--- config.mk ---
export PLATFORM = sky130hd
export DESIGN_NAME = innet_proc_port
export DESIGN_NICKNAME = d
export VERILOG_FILES = /design/src/rtl/inp_pkg.sv /design/src/rtl/inp_fifo.sv /design/src/rtl/inp_thresh_core.sv /design/src/rtl/inp_ctrl.sv /design/src/rtl/innet_proc_port.sv
export SDC_FILE = /design/constraint.sdc
export NUM_CORES = 1
export LEC_CHECK = 0
export CAP_MARGIN = 20
export CORE_MARGIN = 2
export CORE_UTILIZATION = 60
export CTS_CLUSTER_DIAMETER = 200
export DETAILED_ROUTE_END_ITERATION = 10
export GPL_ROUTABILITY_DRIVEN = 0
export PLACE_DENSITY = 0.81
export SYNTH_ARGS = -nofsm -noshare
export SYNTH_HDL_FRONTEND = slang
export SYNTH_SLANG_ARGS = --single-unit
export TNS_END_PERCENT = 5
--- constraint.sdc ---
create_clock -name clk -period 4.2 [get_ports clk]
set_input_delay 1.26 -clock clk [delete_from_list [all_inputs] [get_ports clk]]
set_output_delay 1.26 -clock clk [all_outputs]
set_load 0.005 [all_outputs]
--- src/rtl/inp_pkg.sv ---
package inp_pkg;
   typedef enum logic [1:0] {
      FT_HEAD  = 2'b00,
      FT_INSTR = 2'b01,
      FT_PAY   = 2'b10,
      FT_TAIL  = 2'b11
   } flit_kind_e;

   typedef enum logic [1:0] {
      ST_FWD   = 2'b00,
      ST_DIVERT = 2'b01,
      ST_DRAIN = 2'b10
   } port_mode_e;
endpackage

--- src/rtl/inp_fifo.sv ---
module inp_fifo #(
   parameter int W     = 34,
   parameter int DEPTH = 4
) (
   input  logic         clk,
   input  logic         rst_n,
   input  logic         push,
   input  logic [W-1:0] wdata,
   input  logic         pop,
   output logic [W-1:0] rdata,
   output logic         empty,
   output logic         full
);
   localparam int AW = $clog2(DEPTH);

   logic [W-1:0] mem [DEPTH];
   logic [AW:0]  wp, rp;

   assign empty = (wp == rp);
   assign full  = (wp[AW] != rp[AW]) && (wp[AW-1:0] == rp[AW-1:0]);
   assign rdata = mem[rp[AW-1:0]];

   always_ff @(posedge clk) begin
      if (!rst_n) begin
         wp <= '0;
         rp <= '0;
      end else begin
         if (push && !full) wp <= wp + 1'b1;
         if (pop && !empty) rp <= rp + 1'b1;
      end
   end

   always_ff @(posedge clk) begin
      if (push && !full) mem[wp[AW-1:0]] <= wdata;
   end
endmodule

--- src/rtl/inp_thresh_core.sv ---
module inp_thresh_core #(
   parameter int DATA_W      = 32,
   parameter int THRESHOLD   = 110,
   parameter bit CORE_SIGNED = 1'b1
) (
   input  logic              clk,
   input  logic              rst_n,
   input  logic              in_fire,
   input  logic [DATA_W-1:0] in_data,
   input  logic              res_ready,
   output logic              res_valid,
   output logic [DATA_W-1:0] res_data,
   output logic              can_take
);
   localparam logic [DATA_W-1:0] THR = DATA_W'(THRESHOLD);

   logic at_or_above;

   generate
      if (CORE_SIGNED) begin : g_signed
         assign at_or_above = $signed(in_data) >= $signed(THR);
      end else begin : g_unsigned
         assign at_or_above = in_data >= THR;
      end
   endgenerate

   assign can_take = !res_valid || res_ready;

   always_ff @(posedge clk) begin
      if (!rst_n) begin
         res_valid <= 1'b0;
         res_data  <= '0;
      end else if (in_fire) begin
         res_valid <= 1'b1;
         res_data  <= {{(DATA_W-1){1'b0}}, at_or_above};
      end else if (res_ready) begin
         res_valid <= 1'b0;
      end
   end
endmodule

--- src/rtl/inp_ctrl.sv ---
module inp_ctrl
   import inp_pkg::*;
#(
   parameter int COUNT_W = 16
) (
   input  logic               clk,
   input  logic               rst_n,
   input  logic               instr_consume,
   input  logic [COUNT_W-1:0] instr_count,
   input  logic               core_accept,
   input  logic               core_drain,
   input  logic               instr_in,
   input  logic               instr_out,
   output port_mode_e         mode,
   output logic [COUNT_W-1:0] run_cnt,
   output logic [COUNT_W-1:0] run_target,
   output logic               instr_pending
);
   always_ff @(posedge clk) begin
      if (!rst_n) begin
         mode       <= ST_FWD;
         run_cnt    <= '0;
         run_target <= '0;
      end else begin
         unique case (mode)
            ST_FWD: begin
               if (instr_consume && instr_count != '0) begin
                  mode       <= ST_DIVERT;
                  run_target <= instr_count;
                  run_cnt    <= '0;
               end
            end
            ST_DIVERT: begin
               if (core_accept) begin
                  run_cnt <= run_cnt + 1'b1;
                  if (run_cnt + 1'b1 == run_target) mode <= ST_DRAIN;
               end
            end
            ST_DRAIN: begin
               if (core_drain) mode <= ST_FWD;
            end
            default: mode <= ST_FWD;
         endcase
      end
   end

   always_ff @(posedge clk) begin
      if (!rst_n)         instr_pending <= 1'b0;
      else if (instr_in)  instr_pending <= 1'b1;
      else if (instr_out) instr_pending <= 1'b0;
   end
endmodule

--- src/rtl/innet_proc_port.sv ---
module innet_proc_port
   import inp_pkg::*;
#(
   parameter int DATA_W      = 32,
   parameter int DEPTH       = 4,
   parameter int COORD_W     = 4,
   parameter int COUNT_W     = 16,
   parameter int MY_X        = 1,
   parameter int MY_Y        = 1,
   parameter int THRESHOLD   = 110,
   parameter bit CORE_SIGNED = 1'b1
) (
   input  logic              clk,
   input  logic              rst_n,
   input  logic              in_valid,
   output logic              in_ready,
   input  logic [1:0]        in_type,
   input  logic [DATA_W-1:0] in_data,
   output logic              out_valid,
   input  logic              out_ready,
   output logic [1:0]        out_type,
   output logic [DATA_W-1:0] out_data
);
   localparam int FW    = DATA_W + 2;
   localparam int X_HI  = DATA_W - 1;
   localparam int Y_HI  = DATA_W - 1 - COORD_W;

   generate
      if (DEPTH < 2 || (DEPTH & (DEPTH - 1)) != 0) begin : g_bad_depth
         $error("DEPTH must be a power of two and at least 2");
      end
      if (2 * COORD_W + COUNT_W > DATA_W) begin : g_bad_fields
         $error("coordinate and count fields exceed DATA_W");
      end
   endgenerate

   port_mode_e         mode;
   logic [COUNT_W-1:0] run_cnt, run_target;
   logic               instr_pending;

   logic [FW-1:0]      head;
   logic               f_empty, f_full, f_push, f_pop;
   logic [1:0]         head_type;
   logic [DATA_W-1:0]  head_data;
   logic               head_is_instr, head_match;

   logic               core_valid, core_take, core_in_fire, core_rdy;
   logic [DATA_W-1:0]  core_data;

   logic               fwd;

   assign fwd           = (mode == ST_FWD);
   assign head_type     = head[FW-1 -: 2];
   assign head_data     = head[DATA_W-1:0];
   assign head_is_instr = !f_empty && (head_type == FT_INSTR);
   assign head_match    = head_is_instr
                          && (head_data[X_HI -: COORD_W] == COORD_W'(MY_X))
                          && (head_data[Y_HI -: COORD_W] == COORD_W'(MY_Y));

   // first steering point: FIFO, core or closed
   always_comb begin
      unique case (mode)
         ST_FWD:    in_ready = !f_full && !instr_pending;
         ST_DIVERT: in_ready = core_take;
         default:   in_ready = 1'b0;
      endcase
   end

   assign f_push       = fwd && in_valid && in_ready;
   assign core_in_fire = (mode == ST_DIVERT) && in_valid && in_ready;
   assign f_pop        = fwd && !f_empty && (head_match || out_ready);
   assign core_rdy     = !fwd && out_ready;

   // second steering point: FIFO head or core result
   assign out_valid = fwd ? (!f_empty && !head_match) : core_valid;
   assign out_type  = fwd ? head_type : FT_PAY;
   assign out_data  = fwd ? head_data : core_data;

   inp_fifo #(.W(FW), .DEPTH(DEPTH)) u_fifo (
      .clk   (clk),
      .rst_n (rst_n),
      .push  (f_push),
      .wdata ({in_type, in_data}),
      .pop   (f_pop),
      .rdata (head),
      .empty (f_empty),
      .full  (f_full)
   );

   inp_thresh_core #(.DATA_W(DATA_W), .THRESHOLD(THRESHOLD), .CORE_SIGNED(CORE_SIGNED)) u_core (
      .clk       (clk),
      .rst_n     (rst_n),
      .in_fire   (core_in_fire),
      .in_data   (in_data),
      .res_ready (core_rdy),
      .res_valid (core_valid),
      .res_data  (core_data),
      .can_take  (core_take)
   );

   inp_ctrl #(.COUNT_W(COUNT_W)) u_ctrl (
      .clk           (clk),
      .rst_n         (rst_n),
      .instr_consume (fwd && head_match),
      .instr_count   (head_data[COUNT_W-1:0]),
      .core_accept   (core_in_fire),
      .core_drain    (core_valid && core_rdy),
      .instr_in      (f_push && in_type == FT_INSTR),
      .instr_out     (f_pop && head_is_instr),
      .mode          (mode),
      .run_cnt       (run_cnt),
      .run_target    (run_target),
      .instr_pending (instr_pending)
   );
endmodule

==> impl_results.md, run 1 <==
* First-pass GRT wire length at roughly 27000 um
* Worst Setup End Kind: primary output
* Number of synthesized flops with an enable pin at roughly 140
* Worst slew pin tran at 0.940 ns
* Ys async rst share at 0
* Critical Path AT at approximately 2.8 ns
* Antenna violations before repair at 1
* CP Launch Type: flop
* Final ANT Viol Nets at 0
* Die Span X at 118 um
* Fin nets at between 600 and 700
* Fmax at between 200 and 250 MHz
* Commonest cells post-synth: edfxtp_1, dfxtp_1, and2_1
* Fraction of layout cells with a size suffix above 1 at 0.148
* Final Hold Fails at 0
* Register area at approximately 5000 um2
* Area delta synth->final at 19.8%
* Worst-Skew Late Latency at 0.43 ns
* Largest net degree at the start of global routing at 35
* Final setup fails at 0
* I/O pin cnt at 74
* Fin. max-slew vios at 0
* Yosys reg bits at between 150 and 200
* DR DRC count at 0
* Status: completed
* Tot GR Track Use at 0.260
* Clk sink count at approximately 180
* TritonRoute pass-1 iters at 5
* Post-DP HPWL at approximately 11000 um
* Vias at approximately 5.0k
* Post-placement cell area at 8770 um2
* Vias in the first global route at 4965
* CP Cell Sequence: buf_4 > mux4_2 > nor2b_1 > nand4_1 > o211ai_1 > nand2_1 > clkdlybuf4s50_1
* Final core utilization at 0.741
* Drt wl/cell at 21.6 um
* Power density over the cells at roughly 480 nW/um2
* Avg Cell Area, Syn at approximately 14 um2
* Initial Utilization at 0.618
* WL final at approximately 17000 um
* Worst path slowest cell: mux4_2
* Top post-synthesis cells by area: edfxtp_1, dfxtp_1, mux4_2
* Top cell type's share of synthesized area at 0.521
* PortBufs at between 70 and 80
* Area of the multi-input gates at between 2000 and 3000 um2
* Clock-pin transition on the worst setup and hold timing paths at about 0.07 ns
* Row count at between 40 and 50
* RSZ-0062 raised after global routing: no
* Root Buffer: clkbuf_16
* Grt ovf at 0
* Crit Path Class: flop to primary output
* Post-route cell area at 9390 um2
* Maxcap violations at 0
* Placed instance count at around 780
* Delay-heaviest family, CP: buffers and inverters
* DR vias/cell at around 6.1
* Synth cell types at 56
* Synthesized instance count at approximately 540
* Synth Net Count at roughly 590
* Pwr Total at approximately 0.0045 W
* CTS tree: yes
* Clock Path Buffers at 2
* Hold crit path type: flop to flop
* Sequential cell area fraction in the yosys report at 0.636
* Final worst-path cycle share at 0.963
* Final Critical Period at between 4 and 5 ns
* Final Instance Count excl. Fillers at 809
* Ys flop type: edfxtp_1
* Peak VDD IR at 618 uV
* Dominant cell type by area after synthesis: edfxtp_1
* Slowest stage delay, CP at 0.51 ns
* Clk_skew at 0.00828 ns
* # H-tree levels at 4
* Yosys warning count at 0
* CP bufs+invs at 2
* Total negative slack at 0 ns
* CP required at roughly 2.9 ns
* Most frequent cell after synthesis: edfxtp_1
* Starting DRT DRC Count at slightly below 500
* Layout fillers at approximately 770
* Core Region at approximately 13000 um2
* Relative slew margins at 0.367
* Num CTS Buffers at 17
* Die height at ~120 um
* Cell Area, Synth at 7830 um2
* Critical path fanouts, max at 12
* Leakage at 3.09 nW
* Die ar. at 14000 um2
[routing by layer]
| metal | track usage | part of all wire | vias up |
|---|---|---|---|
| met5 | 0 | 0 | - |
| met4 | 0.0911 | 0.022 | 0 |
| met3 | 0.0627 | 0.071 | 30 |
| met2 | 0.420 | 0.49 | 218 |
| met1 | 0.348 | 0.41 | 2461 |
| li1 | - | - | 2241 |
[layout by cell type, fill, tap and decap left out, drive strengths merged, types with 2 or more instances in the layout]
cell,n
o21a,3
a21boi,3
xor2,13
and3,4
nor4,14
nand4,8
mux4,34
nor2b,4
dfxtp,45
and4,4
a311oi,3
buf,18
a21oi,20
and2,41
clkinv,8
clkbuf,17
o31ai,7
or4,2
o21ai,15
nand3b,4
a211oi,3
a41oi,2
o211ai,3
edfxtp,136
a31oi,4
ha,6
nand2b,4
xnor2,16
inv,14
nor3,8
or3,4
clkdlybuf4s50,73
nand2,17
nor2,36
nand3,11
mux2i,20
[state kept, by name, summed over array words and instances (netlist names), named ones only]
signal	count
u_fifo.mem	136
u_ctrl.run_cnt	16
u_core.res_data	1
u_fifo.wp	3
u_ctrl.run_target	16
u_ctrl.instr_pending	1
u_core.res_valid	1
u_fifo.rp	3
u_ctrl.mode	2
[worst reg2reg max path, delay by kind of cell (launching register included)]
| kind | cells | cell delay [ns] |
|---|---|---|
| DFF | 1 | 0.48 |
| buffers and inverters | 1 | 0.38 |
| and+or+nand+nor | 2 | 0.74 |
| AOI/OAI and AO/OA | 3 | 0.95 |
| muxes | 1 | 0.62 |
[final timing paths]
path           startpoint                 to  slack [ns]  depth (start not counted)
min reg2reg  u_fifo.rp[2]       u_fifo.rp[2]        0.49                          2
max                  flop          out_valid        0.15                          7
min          u_fifo.rp[2]       u_fifo.rp[2]        0.49                          2
max reg2reg          flop  u_ctrl.run_cnt[5]        0.95                          7
[where the power goes]
group	total, W	switching (W)	internal [W]
combinational	0.000871	0.000378	0.000493
clock	0.00158	0.000730	0.000855
sequential	0.00207	0.0000546	0.00202
total	0.00453	0.00116	0.00336
[repair_timing]
action / CTS / global route
endpoints found under the setup margin: 0 / 2
hold buffers: 0 / 0
buffers inserted: 0 / 0
resized for setup: 0 / 2
[layout make-up]
type	instances	area share
antenna	1	0.000267
clock buffer	17	0.0453
clock inverter	15	0.0193
inverter	8	0.00320
multi-input combinational	324	0.285
sequential	181	0.532
tap	172	0.0229
timing repair buffer	91	0.0923
[logic make-up (layout without fill, tap and decap cells)]
kind of cell | Yosys count | count (layout) | synth area share
buffers and inverters | 38 | 131 | 0.0224
adder cells (fa/ha/maj) | 6 | 6 | 0.00958
multiplexers | 55 | 55 | 0.125
other | 0 | 1 | 0
XOR/XNOR | 29 | 29 | 0.0324
AND/OR/NAND/NOR | 164 | 164 | 0.115
AO/OA/AOI/OAI | 70 | 70 | 0.0599
flip-flops | 181 | 181 | 0.636
[stage by stage]
step / hold WS (ns) / setup slack [ns]
6_report: 0.490 / 0.153
5_1_grt: 0.532 / 0.00958
4_1_cts: 0.494 / 0.0264
3_5_place_dp: 0.484 / 0.301
3_3_place_gp: 0.464 / 0.369
2_1_floorplan: 0.453 / 0.995
Power figures use the tool's default switching activity.
==> run 2: changes to the inputs <==
--- a/config.mk
+++ b/config.mk
@@ -7,11 +7,11 @@
 export LEC_CHECK = 0
 export CAP_MARGIN = 20
 export CORE_MARGIN = 2
-export CORE_UTILIZATION = 60
+export CORE_UTILIZATION = 50
 export CTS_CLUSTER_DIAMETER = 200
 export DETAILED_ROUTE_END_ITERATION = 10
 export GPL_ROUTABILITY_DRIVEN = 0
-export PLACE_DENSITY = 0.81
+export PLACE_DENSITY = 0.69
 export SYNTH_ARGS = -nofsm -noshare
 export SYNTH_HDL_FRONTEND = slang
 export SYNTH_SLANG_ARGS = --single-unit
==> run 2 against run 1 <==
  * Register-to-register slack better by 0.22 ns
  * Cell area is 0.48% higher
  * Largest cell class unchanged
  * Sequential power hardly changed
  * Total power hardly changed
  * First-iteration DRC count is 1.2% lower
  * Combinational power is 2.5% higher
  * Setup slack better by 0.052 ns
  * Sequential share of layout area is 0.25 points lower
==> impl_results.md, run 2 (synthesis results as in run 1) <==
* Status: completed
* DR vias/cell at 5.72 (-6.5%)
* Post-placement cell area at 8810 um2 (+0.39%)
* N_diodes at 0 (-1)
* Clk_skew at 0.00729 ns (-0.000990 ns)
* Hold crit path type: flop to flop
* Final setup fails at 0 (unchanged)
* Root Buffer: clkbuf_16
* CTS tree: yes
* # H-tree levels at 4 (unchanged)
* Commonest non-fill, non-tap cells in the layout: edfxtp_1, clkdlybuf4s50_1, dfxtp_1
* Grt ovf at 0 (unchanged)
* Worst Setup End Kind: primary output
* Vias at 4855 (-1.9%)
* Final worst-path cycle share at 0.951 (-0.0125)
* Relative slew margins at 0.285 (-0.0830)
* Setup ws final at 0.206 ns (+0.0524 ns)
* Row count at 45 (+9.8%)
* Critical path fanouts, max at 9 (-3)
* Fraction of layout cells with a size suffix above 1 at 0.149 (+0.00110)
* Peak VDD IR at 340 uV (-45%)
* Die Span X at 129 um (+9.2%)
* Placed instance count at 813 (+4.8%)
* I/O pin cnt at 74 (unchanged)
* Antenna violations before repair at 0 (-1)
* CP bufs+invs at 3 (+1)
* Maxcap violations at 0 (unchanged)
* Leakage at 3.08 nW (-0.24%)
* Die ar. at 16700 um2 (+19%)
* Commonest non-fill, non-tap cell in the layout: edfxtp_1
* Pwr Total at 0.00453 W (about the same)
* Tot GR Track Use at 0.213 (-0.0466)
* Total negative slack at 0 ns (unchanged)
* Final Hold Fails at 0 (unchanged)
* First-pass GRT wire length at 26500 um (-3.4%)
* Final Instance Count excl. Fillers at 849 (+4.9%)
* WL final at 16900 um (-3.0%)
* Clock Path Buffers at 2 (unchanged)
* RSZ-0062 raised after global routing: no
* Fin nets at 669 (+0.30%)
* Critical Path AT at 2.73 ns (-0.06 ns)
* PortBufs at 73 (unchanged)
* Worst-Skew Late Latency at 0.43 ns (about the same)
* Place WS at 0.333 ns (+0.0324 ns)
* Num CTS Buffers at 17 (unchanged)
* Vias in the first global route at 4816 (-3.0%)
* Final ANT Viol Nets at 0 (unchanged)
* Fmax at 250 MHz (+1.3%)
* DR DRC count at 0 (unchanged)
* Max FFs per register at 136 (unchanged)
* Drt wl/cell at 19.9 um (-7.6%)
* Crit Path Class: flop to primary output
* Delay-heaviest family, CP: buffers and inverters
* Layout fillers at 1117 (+45%)
* CP required at 2.94 ns (about the same)
* Fin. max-slew vios at 0 (unchanged)
* CP Cell Sequence: buf_4 > mux4_2 > nor4_2 > buf_4 > nand2_1 > o211ai_1 > nand2_1 > clkdlybuf4s50_1
* Worst slew pin tran at 1.06 ns (+0.123 ns)
* Register area at 4990 um2 (unchanged)
* Area delta synth->final at 20.4%
* Starting DRT DRC Count at 476 (-1.2%)
* Initial Utilization at 0.513 (-0.105)
* Worst path slowest cell: mux4_2
* Largest net degree at the start of global routing at 35 (unchanged)
* CP Launch Type: flop
* TritonRoute pass-1 iters at 7 (+2)
* Area of the multi-input gates at 2680 um2 (unchanged)
* Clock-pin transition on the worst setup and hold timing paths at 0.07 ns (about the same)
* Die height at 129 um (+9.2%)
* Power density over the cells at 480 nW/um2 (-0.48%)
* Slowest stage delay, CP at 0.54 ns (+0.03 ns)
* Final Critical Period at 3.99 ns (-0.0524 ns)
* Post-route cell area at 9430 um2 (+0.48%)
* Post-DP HPWL at 11300 um (-1.4%)
* Clk sink count at 181 (unchanged)
* Core Region at 15300 um2 (+20%)
==> run 2: cell types whose count changed in the layout (fill, tap and decap cells not counted) <==
cell	delta
clkinv_8	-2
diode_2	-1
clkinv_4	-2
buf_4	+1
clkinvlp_4	+3
inv_6	+1
buf_6	+1
clkbuf_1	+1
clkinv_2	-1
==> run 2: repair_timing <==
item	in CTS	in global routing
hold endpoints to repair	0	0
hold buffers	0	0
gates resized for setup	2	1
buffers inserted	0	4
setup endpoints to repair	1	1
==> run 2: final timing paths <==
check                           from                  to  slack, ns  depth (start not counted)
setup / recovery                flop           out_valid       0.21                          8
hold / removal    u_ctrl.run_cnt[15]  u_ctrl.run_cnt[15]       0.49                          2
setup reg to reg                flop   u_ctrl.run_cnt[7]       1.17                          7
hold reg to reg   u_ctrl.run_cnt[15]  u_ctrl.run_cnt[15]       0.49                          2
==> run 2: final cells by class <==
| cell class | instances | share of cell area |
|---|---|---|
| clock buffer | 18 | 0.0455 |
| sequential | 181 | 0.529 |
| clock inverter | 14 | 0.0167 |
| inverter | 8 | 0.00318 |
| multi-input combinational | 324 | 0.284 |
| tap | 211 | 0.0280 |
| timing repair buffer | 93 | 0.0938 |
==> run 2: metal layers <==
metal / vias to the layer above / track usage / share of wire
met5: - / 0 / 0
li1: 2242 / - / -
met4: 0 / 0.0582 / 0.0097
met3: 20 / 0.0421 / 0.058
met1: 2431 / 0.305 / 0.45
met2: 162 / 0.339 / 0.48
==> run 2: through the flow <==
step,util,hold slack (ns)
after floorplan,-,0.453
after global placement,0.577,0.466
after detailed placement,0.577,0.487
after CTS,0.616,0.496
after global routing,0.618,0.534
final,0.618,0.494
==> run 2: report_power, final <==
part	total [W]	internal, W	switching [W]
registers	0.00206	0.00202	0.0000434
logic	0.000893	0.000508	0.000386
clock network	0.00157	0.000846	0.000728
==> run 2: worst register-to-register path: stages, from the launching register on <==
cell and delay [ns]:
dfxtp_4 0.44, buf_4 0.31, mux4_2 0.60, nor4_1 0.42, nand4_1 0.26, and4_1 0.29
or2_1 0.34, a41oi_1 0.28
==> run 3: changes to the inputs <==
--- a/config.mk
+++ b/config.mk
@@ -5,7 +5,7 @@
 export SDC_FILE = /design/constraint.sdc
 export NUM_CORES = 1
 export LEC_CHECK = 0
-export CAP_MARGIN = 20
+export CAP_MARGIN = 0
 export CORE_MARGIN = 2
 export CORE_UTILIZATION = 50
 export CTS_CLUSTER_DIAMETER = 200
==> results of run 3 <==
The final DEF is identical to that of run 2; final timing and power are the same.
